--- config.mk ---
export PLATFORM = sky130hd
export DESIGN_NAME = wdt_top
export DESIGN_NICKNAME = d
export VERILOG_FILES = /design/src/rtl/wdt_pkg.sv /design/src/rtl/wdt_count.sv /design/src/rtl/wdt_regs.sv /design/src/rtl/wdt_top.sv
export SDC_FILE = /design/constraint.sdc
export NUM_CORES = 1
export LEC_CHECK = 0
export BUFFER_PORTS_ARGS = -buffer_cell sky130_fd_sc_hd__clkbuf_2
export CAP_MARGIN = 20
export CORE_AREA = 2 2 69 71
export CTS_CLUSTER_DIAMETER = 80
export CTS_CLUSTER_SIZE = 30
export DETAILED_ROUTE_END_ITERATION = 10
export DIE_AREA = 0 0 71 73
export HOLD_SLACK_MARGIN = 0.05
export PLACE_DENSITY = 0.79
export RECOVER_POWER = 50
export SLEW_MARGIN = 20
export SYNTH_ARGS = -nofsm -noshare
export SYNTH_HDL_FRONTEND = slang
export SYNTH_SLANG_ARGS = --single-unit
--- constraint.sdc ---
create_clock -name clk -period 2.9 [get_ports clk]
set_input_delay 0.29 -clock clk [delete_from_list [all_inputs] [get_ports clk]]
set_output_delay 0.29 -clock clk [all_outputs]
set_load 0.02 [all_outputs]
--- src/rtl/wdt_pkg.sv ---
package wdt_pkg;
  localparam int TMO_W = 6;

  localparam logic [3:0] A_RELOAD = 4'h0;
  localparam logic [3:0] A_TMR    = 4'h1;
  localparam logic [3:0] A_STS    = 4'h4;
  localparam logic [3:0] A_CTL    = 4'h8;
  localparam logic [3:0] A_CFG    = 4'hC;

  // control -> datapath
  typedef struct packed {
    logic             reload;
    logic             halt;
    logic [TMO_W-1:0] timeout;
  } wdtStrb_t;

  // datapath -> control
  typedef struct packed {
    logic expire1;
    logic expire2;
  } wdtEvt_t;
endpackage

--- src/rtl/wdt_count.sv ---
module wdt_count
  import wdt_pkg::*;
#(
  parameter int TICK_DIV    = 60_000_000,
  parameter int DEF_TIMEOUT = 50
) (
  input  logic             clk,
  input  logic             warmRst_n,
  input  wdtStrb_t         strb,
  output wdtEvt_t          evt,
  output logic [TMO_W-1:0] cnt
);
  localparam int PRE_W = (TICK_DIV > 1) ? $clog2(TICK_DIV) : 1;
  localparam logic [PRE_W-1:0] PRE_LAST = PRE_W'(TICK_DIV - 1);

  logic [PRE_W-1:0] pre;
  logic             stage;
  logic             tick, run, zero;

  assign tick = (pre == PRE_LAST);
  assign run  = tick && !strb.halt && !strb.reload;
  assign zero = (cnt == '0);

  assign evt.expire1 = run && zero && !stage;
  assign evt.expire2 = run && zero && stage;

  always_ff @(posedge clk or negedge warmRst_n) begin
    if (!warmRst_n) begin
      pre   <= '0;
      cnt   <= TMO_W'(DEF_TIMEOUT);
      stage <= 1'b0;
    end else begin
      pre <= tick ? '0 : pre + 1'b1;
      if (strb.reload) begin
        cnt   <= strb.timeout;
        stage <= 1'b0;
      end else if (run) begin
        if (zero) begin
          cnt   <= strb.timeout;
          stage <= 1'b1;
        end else begin
          cnt <= cnt - 1'b1;
        end
      end
    end
  end
endmodule

--- src/rtl/wdt_regs.sv ---
module wdt_regs
  import wdt_pkg::*;
#(
  parameter int DEF_TIMEOUT = 50,
  parameter int MIN_TIMEOUT = 4,
  parameter int ADDR_W      = 4,
  parameter int DATA_W      = 8
) (
  input  logic              clk,
  input  logic              rstPor_n,
  input  logic              sysRst_n,
  input  logic              warmRst_n,
  input  logic [ADDR_W-1:0] addr,
  input  logic              wrEn,
  input  logic [DATA_W-1:0] wrData,
  input  wdtEvt_t           evt,
  input  logic [TMO_W-1:0]  cnt,
  output wdtStrb_t          strb,
  output logic [DATA_W-1:0] rdData,
  output logic              smiReq,
  output logic              sysResetReq
);
  logic [DATA_W-1:0] tmrReg;
  logic halt, smiEn, rebootEn, firstTo, secondTo;
  logic selTmr, selSts, selCtl, selCfg, tmoOk, fire2;

  assign selTmr = wrEn && (addr == ADDR_W'(A_TMR));
  assign selSts = wrEn && (addr == ADDR_W'(A_STS));
  assign selCtl = wrEn && (addr == ADDR_W'(A_CTL));
  assign selCfg = wrEn && (addr == ADDR_W'(A_CFG));
  assign tmoOk  = (wrData[TMO_W-1:0] >= TMO_W'(MIN_TIMEOUT));
  assign fire2  = evt.expire2 && rebootEn;

  assign strb.reload  = wrEn && (addr == ADDR_W'(A_RELOAD)) && (wrData == DATA_W'(1));
  assign strb.halt    = halt;
  assign strb.timeout = tmrReg[TMO_W-1:0];

  always_ff @(posedge clk or negedge warmRst_n) begin
    if (!warmRst_n) begin
      tmrReg      <= DATA_W'(DEF_TIMEOUT);
      halt        <= 1'b1;
      smiEn       <= 1'b1;
      rebootEn    <= 1'b0;
      firstTo     <= 1'b0;
      smiReq      <= 1'b0;
      sysResetReq <= 1'b0;
    end else begin
      if (selTmr)
        tmrReg <= tmoOk ? wrData : {wrData[DATA_W-1:TMO_W], tmrReg[TMO_W-1:0]};
      if (selCtl) halt <= wrData[0];
      if (selCfg) begin
        smiEn    <= wrData[0];
        rebootEn <= wrData[1];
      end
      if (evt.expire1) firstTo <= 1'b1;
      else if (selSts && wrData[0]) firstTo <= 1'b0;
      smiReq <= evt.expire1 && smiEn;
      if (fire2) sysResetReq <= 1'b1;
    end
  end

  // second-timeout flag lives on the power-on reset only
  always_ff @(posedge clk or negedge rstPor_n) begin
    if (!rstPor_n) secondTo <= 1'b0;
    else if (sysRst_n) begin
      if (fire2) secondTo <= 1'b1;
      else if (selSts && wrData[1]) secondTo <= 1'b0;
    end
  end

  always_comb begin
    rdData = '0;
    case (addr)
      ADDR_W'(A_RELOAD): rdData = DATA_W'(cnt);
      ADDR_W'(A_TMR):    rdData = tmrReg;
      ADDR_W'(A_STS):    rdData = DATA_W'({secondTo, firstTo});
      ADDR_W'(A_CTL):    rdData = DATA_W'(halt);
      ADDR_W'(A_CFG):    rdData = DATA_W'({rebootEn, smiEn});
      default:           rdData = '0;
    endcase
  end
endmodule

--- src/rtl/wdt_top.sv ---
module wdt_top
  import wdt_pkg::*;
#(
  parameter int TICK_DIV    = 60_000_000,
  parameter int DEF_TIMEOUT = 50,
  parameter int MIN_TIMEOUT = 4
) (
  input  logic       clk,
  input  logic       rstPor_n,
  input  logic       sysRst_n,
  input  logic [3:0] addr,
  input  logic       wrEn,
  input  logic [7:0] wrData,
  output logic [7:0] rdData,
  output logic       smiReq,
  output logic       sysResetReq
);
  wdtStrb_t         strb;
  wdtEvt_t          evt;
  logic [TMO_W-1:0] cnt;
  logic             warmRst_n;

  assign warmRst_n = rstPor_n & sysRst_n;

  wdt_regs #(
    .DEF_TIMEOUT(DEF_TIMEOUT), .MIN_TIMEOUT(MIN_TIMEOUT), .ADDR_W(4), .DATA_W(8)
  ) uRegs (
    .clk(clk), .rstPor_n(rstPor_n), .sysRst_n(sysRst_n), .warmRst_n(warmRst_n),
    .addr(addr), .wrEn(wrEn), .wrData(wrData), .evt(evt), .cnt(cnt),
    .strb(strb), .rdData(rdData), .smiReq(smiReq), .sysResetReq(sysResetReq)
  );

  wdt_count #(.TICK_DIV(TICK_DIV), .DEF_TIMEOUT(DEF_TIMEOUT)) uCount (
    .clk(clk), .warmRst_n(warmRst_n), .strb(strb), .evt(evt), .cnt(cnt)
  );
endmodule

Word-level counts from Yosys, hierarchy flattened
Index checks and enable logic that the tools add are counted.
{ "totals": {"regBits": 48, "in_bits": 16, "word_cells": 61, "out_inout_bits": 10} }
{ "classes": {"n_bitwise": 1, "n_eq_ne": 6, "reduce_logical": 27, "n_addsub": 2, "n_lt_le_gt_ge": 1, "muxes": 12} }
{ "op_table": {"columns": ["operator", "count"], "rows": [
  ["case mux 8 bit (5 select lines)", 1],
  ["adder 26 x 1 -> 26 bit, second input constant", 1],
  ["== test 26 bit, second input constant", 1],
  ["two-way mux 26 bit", 1],
  ["two-way mux 6 bit", 3],
  ["logical AND 1 bit", 15],
  ["== test 4 bit, second input constant", 2],
  ["== test 8 x 1 -> 1 bit, second input constant", 1],
  ["nonzero test 2 bit", 4],
  ["two-way mux 1 bit", 7],
  ["greater-or-equal comparator 6 x 3 -> 1 bit, second input constant", 1],
  ["zero test 6 bit", 1],
  ["AND reduction 2 bit", 3],
  ["subtractor 6 x 1 -> 6 bit, second input constant", 1],
  ["== test 4 x 1 -> 1 bit, second input constant", 1],
  ["== test 4 x 3 -> 1 bit, second input constant", 1],
  ["zero test 4 bit", 1],
  ["zero test 1 bit", 3],
  ["AND 1 bit", 1]
]} }

Longest topological paths before layout
{ "depth": {"depth_word": 10, "mapped_depth": 7, "ltp_nobuf": 6} }

Hierarchy
From an unflattened synthesis, not the netlist that was laid out.
{ "unflattened": {"cells_unflattened": 246, "hier_area_um2": 2673.8} }
{ "modules_own_cells": {"columns": ["module", "cells_each", "seq_area_each_um2", "instances", "area_each_um2"], "rows": [
  ["wdt_count", 167, 829.5, 1, 1796.7],
  ["wdt_regs", 78, 381.6, 1, 870.8],
  ["wdt_top", 1, 0.0, 1, 6.3]
]} }

Worst setup path before layout
Ideal clock, no wire load.
{ "synth_timing": {"path_type": "register to register", "startpoint": "register uCount.pre[0]", "endpoint": "register uCount.cnt[3]", "setup_time_ns": 0.120, "setup_slack_ns": 0.954, "t_required_ns": 2.780, "synth_period_minus_slack_ns": 1.946, "path_buffers": 1, "path_stages_with_launch": 8, "arrival_ns": 1.826, "path_cell_list": "dfrtp_1 > ha_1 > nand4_2 > or3_4 > buf_6 > nor4_2 > mux2i_1 > o21ai_2"} }
{ "synth_between": {"elab_chain_len": 4} }
{ "synth_lines": {"columns": ["item", "line", "text"], "rows": [
  ["from (decl)", "wdt_count.sv:16", "logic [PRE_W-1:0] pre;"],
  ["from (signal assigned)", "wdt_count.sv:33", "pre <= tick ? '0 : pre + 1'b1;"],
  ["== test 26 bit", "wdt_count.sv:20", "assign tick = (pre == PRE_LAST);"],
  ["logical AND 1 bit (2 in series)", "wdt_count.sv:21", "assign run = tick && !strb.halt && !strb.reload;"],
  ["nonzero test 2 bit (no source line)", null, null],
  ["to (signal assigned)", "wdt_count.sv:30", "cnt <= TMO_W'(DEF_TIMEOUT);"],
  ["to (signal assigned)", "wdt_count.sv:35", "cnt <= strb.timeout;"],
  ["to (signal assigned)", "wdt_count.sv:39", "cnt <= strb.timeout;"],
  ["to (decl)", "wdt_count.sv:11", "output logic [TMO_W-1:0] cnt"]
]} }
Every way passes these cells.
A chain may end at the register's enable or synchronous reset.

==> flow_summary.yaml <==
timing:
  finalWorstSetupSlack_ns: 0.7476
  min_period_over_period_pct: 74.22
  skew_ns: 0.006293
  slew_viol_final: 0
  fmax_mhz: 464.6
  rsz0062_at_grt: "false"
  maxSlewHeadroom_pct: 4.176
  finalSetupViolCount: 0
  finalSetupTns_ns: 0
  post-route-min-period_ns: 2.152
  finalHoldViolCount: 0
  worstMarginPinSlew_ns: 1.437
placement:
  gp_congestion: 0.8400
  hpwlAfterDp_um: 4000
  pre_cts_ws_ns: 0.7959
  dpl_cell_area_mm2: 0.002764
  dp_cells: 327
  port_buffers: 25
pwr:
  power.density_mw_per_mm2: 448.5
  pwr-share-seq_pct: 58.9
  switching_share_pct: 24.87
  power_frac_comb_pct: 8.1
  vdd_drop_max_v: 0.0003119
  pwr-share-clk_pct: 33.0
  power.net_switching_mw: 0.3185
  p_int_mw: 0.9622
  p_leak_nw: 1.231
  p_total_mw: 1.281
yosys:
  yosys.area.top_type_share_pct: 38.74
  ys_seq_area_share_pct: 46.88
  synth_enable_flop_cells: 0
  synth_nets: 271
  postSynthCellCount: 252
  synthArstFlopShare_pct: 100.0
  yosysTopAreaCell: "dfrtp_1"
  synth_area_leaders: "dfrtp_1 (39%), dfstp_2 (8.1%), xor2_1 (4.4%), nor2_1 (3.9%), nand2_1 (3.6%)"
  ys_ff_latch: 48
  ys.flop_type: "dfrtp_1"
  syn_avg_cell_area_um2: 10.25
  syn_area_mm2: 0.002584
  synth_cell_types: 51
  ys_warn_count: 0
routing:
  drtAntennaViolNets: 0
  viasPerCell: 5.982
  vias: 2010
  remaining_drc_errors: 0
  first_iter_violations: 142
  routed_wirelength_um: 5299
  drt_pass1_iterations: 4
  routedWlPerCell_um: 15.77
final_layout:
  area_growth_pct: 10.51
  layout.nets: 300
  top_register: "uCount.pre"
  layout-drive-gt1-share_pct: 21.63
  largest_reg_flops: 26
  n_antenna_cell: 0
  design_area_mm2: 0.002855
  fin_cells: 336
  top_regs: "uCount.pre x26, uRegs.tmrReg x8, uCount.cnt x6"
clock_tree:
  tritoncts: "built"
  h-tree-depth: 2
  clkTransAtPathRegs_ns: 0.09
  worstSkewPairLatency_ns: 0.30
  numCtsBuffers: 5
  post_cts_resized: 0
  clkSinkCount: 48
  cts_buffer_depth: 2
  root_buffer: "clkbuf_8"
global_routing:
  grt_pass1_vias: 1929
  grt_max_degree: 24
  antenna_found_initial: 0
  overflow: 0
  grt_pass1_wl_um: 9149
  grtUsageTotal_pct: 22.49
setup_path:
  path_buf_inv: 3
  critPathRequiredTime_ns: 3.32
  critical_path_class: "in -> async"
  crit_slowest_cell: "and2_0"
  crit_family: "buffers and inverters"
  start_kind: "primary input"
  crit_path_cell_trace: "dlygate4sd3_1 -> clkbuf_1 -> and2_0 -> clkbuf_2"
  max_stage_delay_ns: 1.10
  critPathCaptureType: "async pin"
  critPathArrivalTime_ns: 2.57
  worst-path-max-fanout: 23
die:
  std_cell_rows: 25
  ios: 26
  die_y_um: 73
  core_mm2: 0.004536
  die-area_mm2: 0.005183
  start_util_pct: 56.97
  fp.dieW_um: 71
flow_run:
  drv_cap: 0
status:
  status: "completed"
min_path:
  hold_path.class: "in -> reg"
==> layout by cell type (no fill, tap or decap), types with 2 or more instances in the layout <==
cell      Yosys  final
mux2_2        6      6
clkbuf_1      2      4
a21o_1        2      2
nor2b_1       2      2
mux2i_1       5      5
a22o_1        7      7
nand3_1      15     15
buf_4         0      3
dfrtp_1      40     40
clkbuf_2      0     22
nor4_1        6      6
nor3_1        4      4
xor2_1       13     13
and4_1        3      3
and2_1        4      3
or3_1         4      4
xnor2_1       8      8
inv_1         7      7
ha_1          3      3
dfstp_2       8      8
and3_1        2      2
nor2_1       27     27
o21ai_2       2      2
clkbuf_8      0      6
nand4_1       8      9
nor4b_1       3      3
a221o_1       2      2
a21oi_1       5      5
nand2_1      25     25
o21ai_0       6      6
nor4_2        5      5
==> final timing paths <==
| kind | start | cells after the start | to | slack (ns) |
|---|---|---|---|---|
| min in group asynchronous | rstPor_n | 2 | uRegs.secondTo | 0.31 |
| hold / removal | wrData[5] | 3 | uRegs.tmrReg[5] | 0.17 |
| setup / recovery | rstPor_n | 4 | uRegs.tmrReg[5] | 0.75 |
| hold reg to reg | uRegs.tmrReg[5] | 2 | uRegs.tmrReg[5] | 0.48 |
| setup reg to reg | uCount.pre[0] | 6 | uCount.pre[25] | 0.76 |
| max in group clk | uCount.pre[0] | 6 | uCount.pre[25] | 0.76 |
==> tightest hold or removal path: cells and delay by family <==
family	cells	cell delay [ns]
and+or+nand+nor	2	0.09
buffers and inverters	1	0.09
==> final cells by class <==
cell class	count	area (um2)
clock inverter	2	13.76
timing repair buffer	30	157.7
sequential	48	1211
inverter	7	26.28
multi-input combinational	189	1296
fill	347	1680
clock buffer	6	82.58
tap	54	67.56
==> per-layer routing <==
layer,global-route usage [%],wire length [um],vias up
li1,-,-,970
met1,31.61,2493,988
met4,7.128,83,0
met3,4.282,244,8
met5,0,0,-
met2,35.51,2478,44
==> logic make-up (layout without fill, tap and decap cells) <==
group,Yosys count,after routing,share of synthesized area (%)
adder cells (fa/ha/maj),3,3,1.453
AND/OR/NAND/NOR,119,119,27.02
buffers and inverters,15,45,2.712
multiplexers,12,12,4.988
flip-flops,48,48,46.88
AO/OA/AOI/OAI,34,34,9.832
XOR/XNOR,21,21,7.119
==> power groups by stage <==
stage / Combinational (mW) / Sequential [mW] / Clock [mW]
6_report: 0.104 / 0.755 / 0.422
5_1_grt: 0.116 / 0.760 / 0.455
4_1_cts: 0.106 / 0.754 / 0.431
3_5_place_dp: 0.105 / 0.766 / 0
3_3_place_gp: 0.102 / 0.767 / 0
2_1_floorplan: 0.0818 / 0.746 / 0
==> synthesized netlist by cell type, types with 2 or more instances <==
library cell,n
and4_1,3
nor2_1,27
inv_1,7
nand4_1,8
nor2b_1,2
dfstp_2,8
clkbuf_1,2
a221o_1,2
nor4_1,6
xor2_1,13
a22o_1,7
nand2_1,25
nor4_2,5
nand4_2,2
o21ai_0,6
and3_1,2
nor4b_1,3
buf_2,5
or3_1,4
and2_1,4
mux2_2,6
dfrtp_1,40
nor3_1,4
a21o_1,2
xnor2_1,8
o21ai_2,2
mux2i_1,5
a21oi_1,5
ha_1,3
nand3_1,15
==> stage by stage <==
stage	util [%]	hold slack (ns)
4_1_cts	63.28	0.1203
6_report	62.95	0.1651
2_1_floorplan	-	-0.005591
3_5_place_dp	60.94	0.07508
5_1_grt	62.95	0.1805
3_3_place_gp	60.94	0.07033
==> timing repair <==
item                      4_1_cts  5_1_grt
hold buffers                    1        0
hold endpoints to repair        1        0
setup buffers                   0        0
Note: power is estimated with default switching activity, not from simulation.
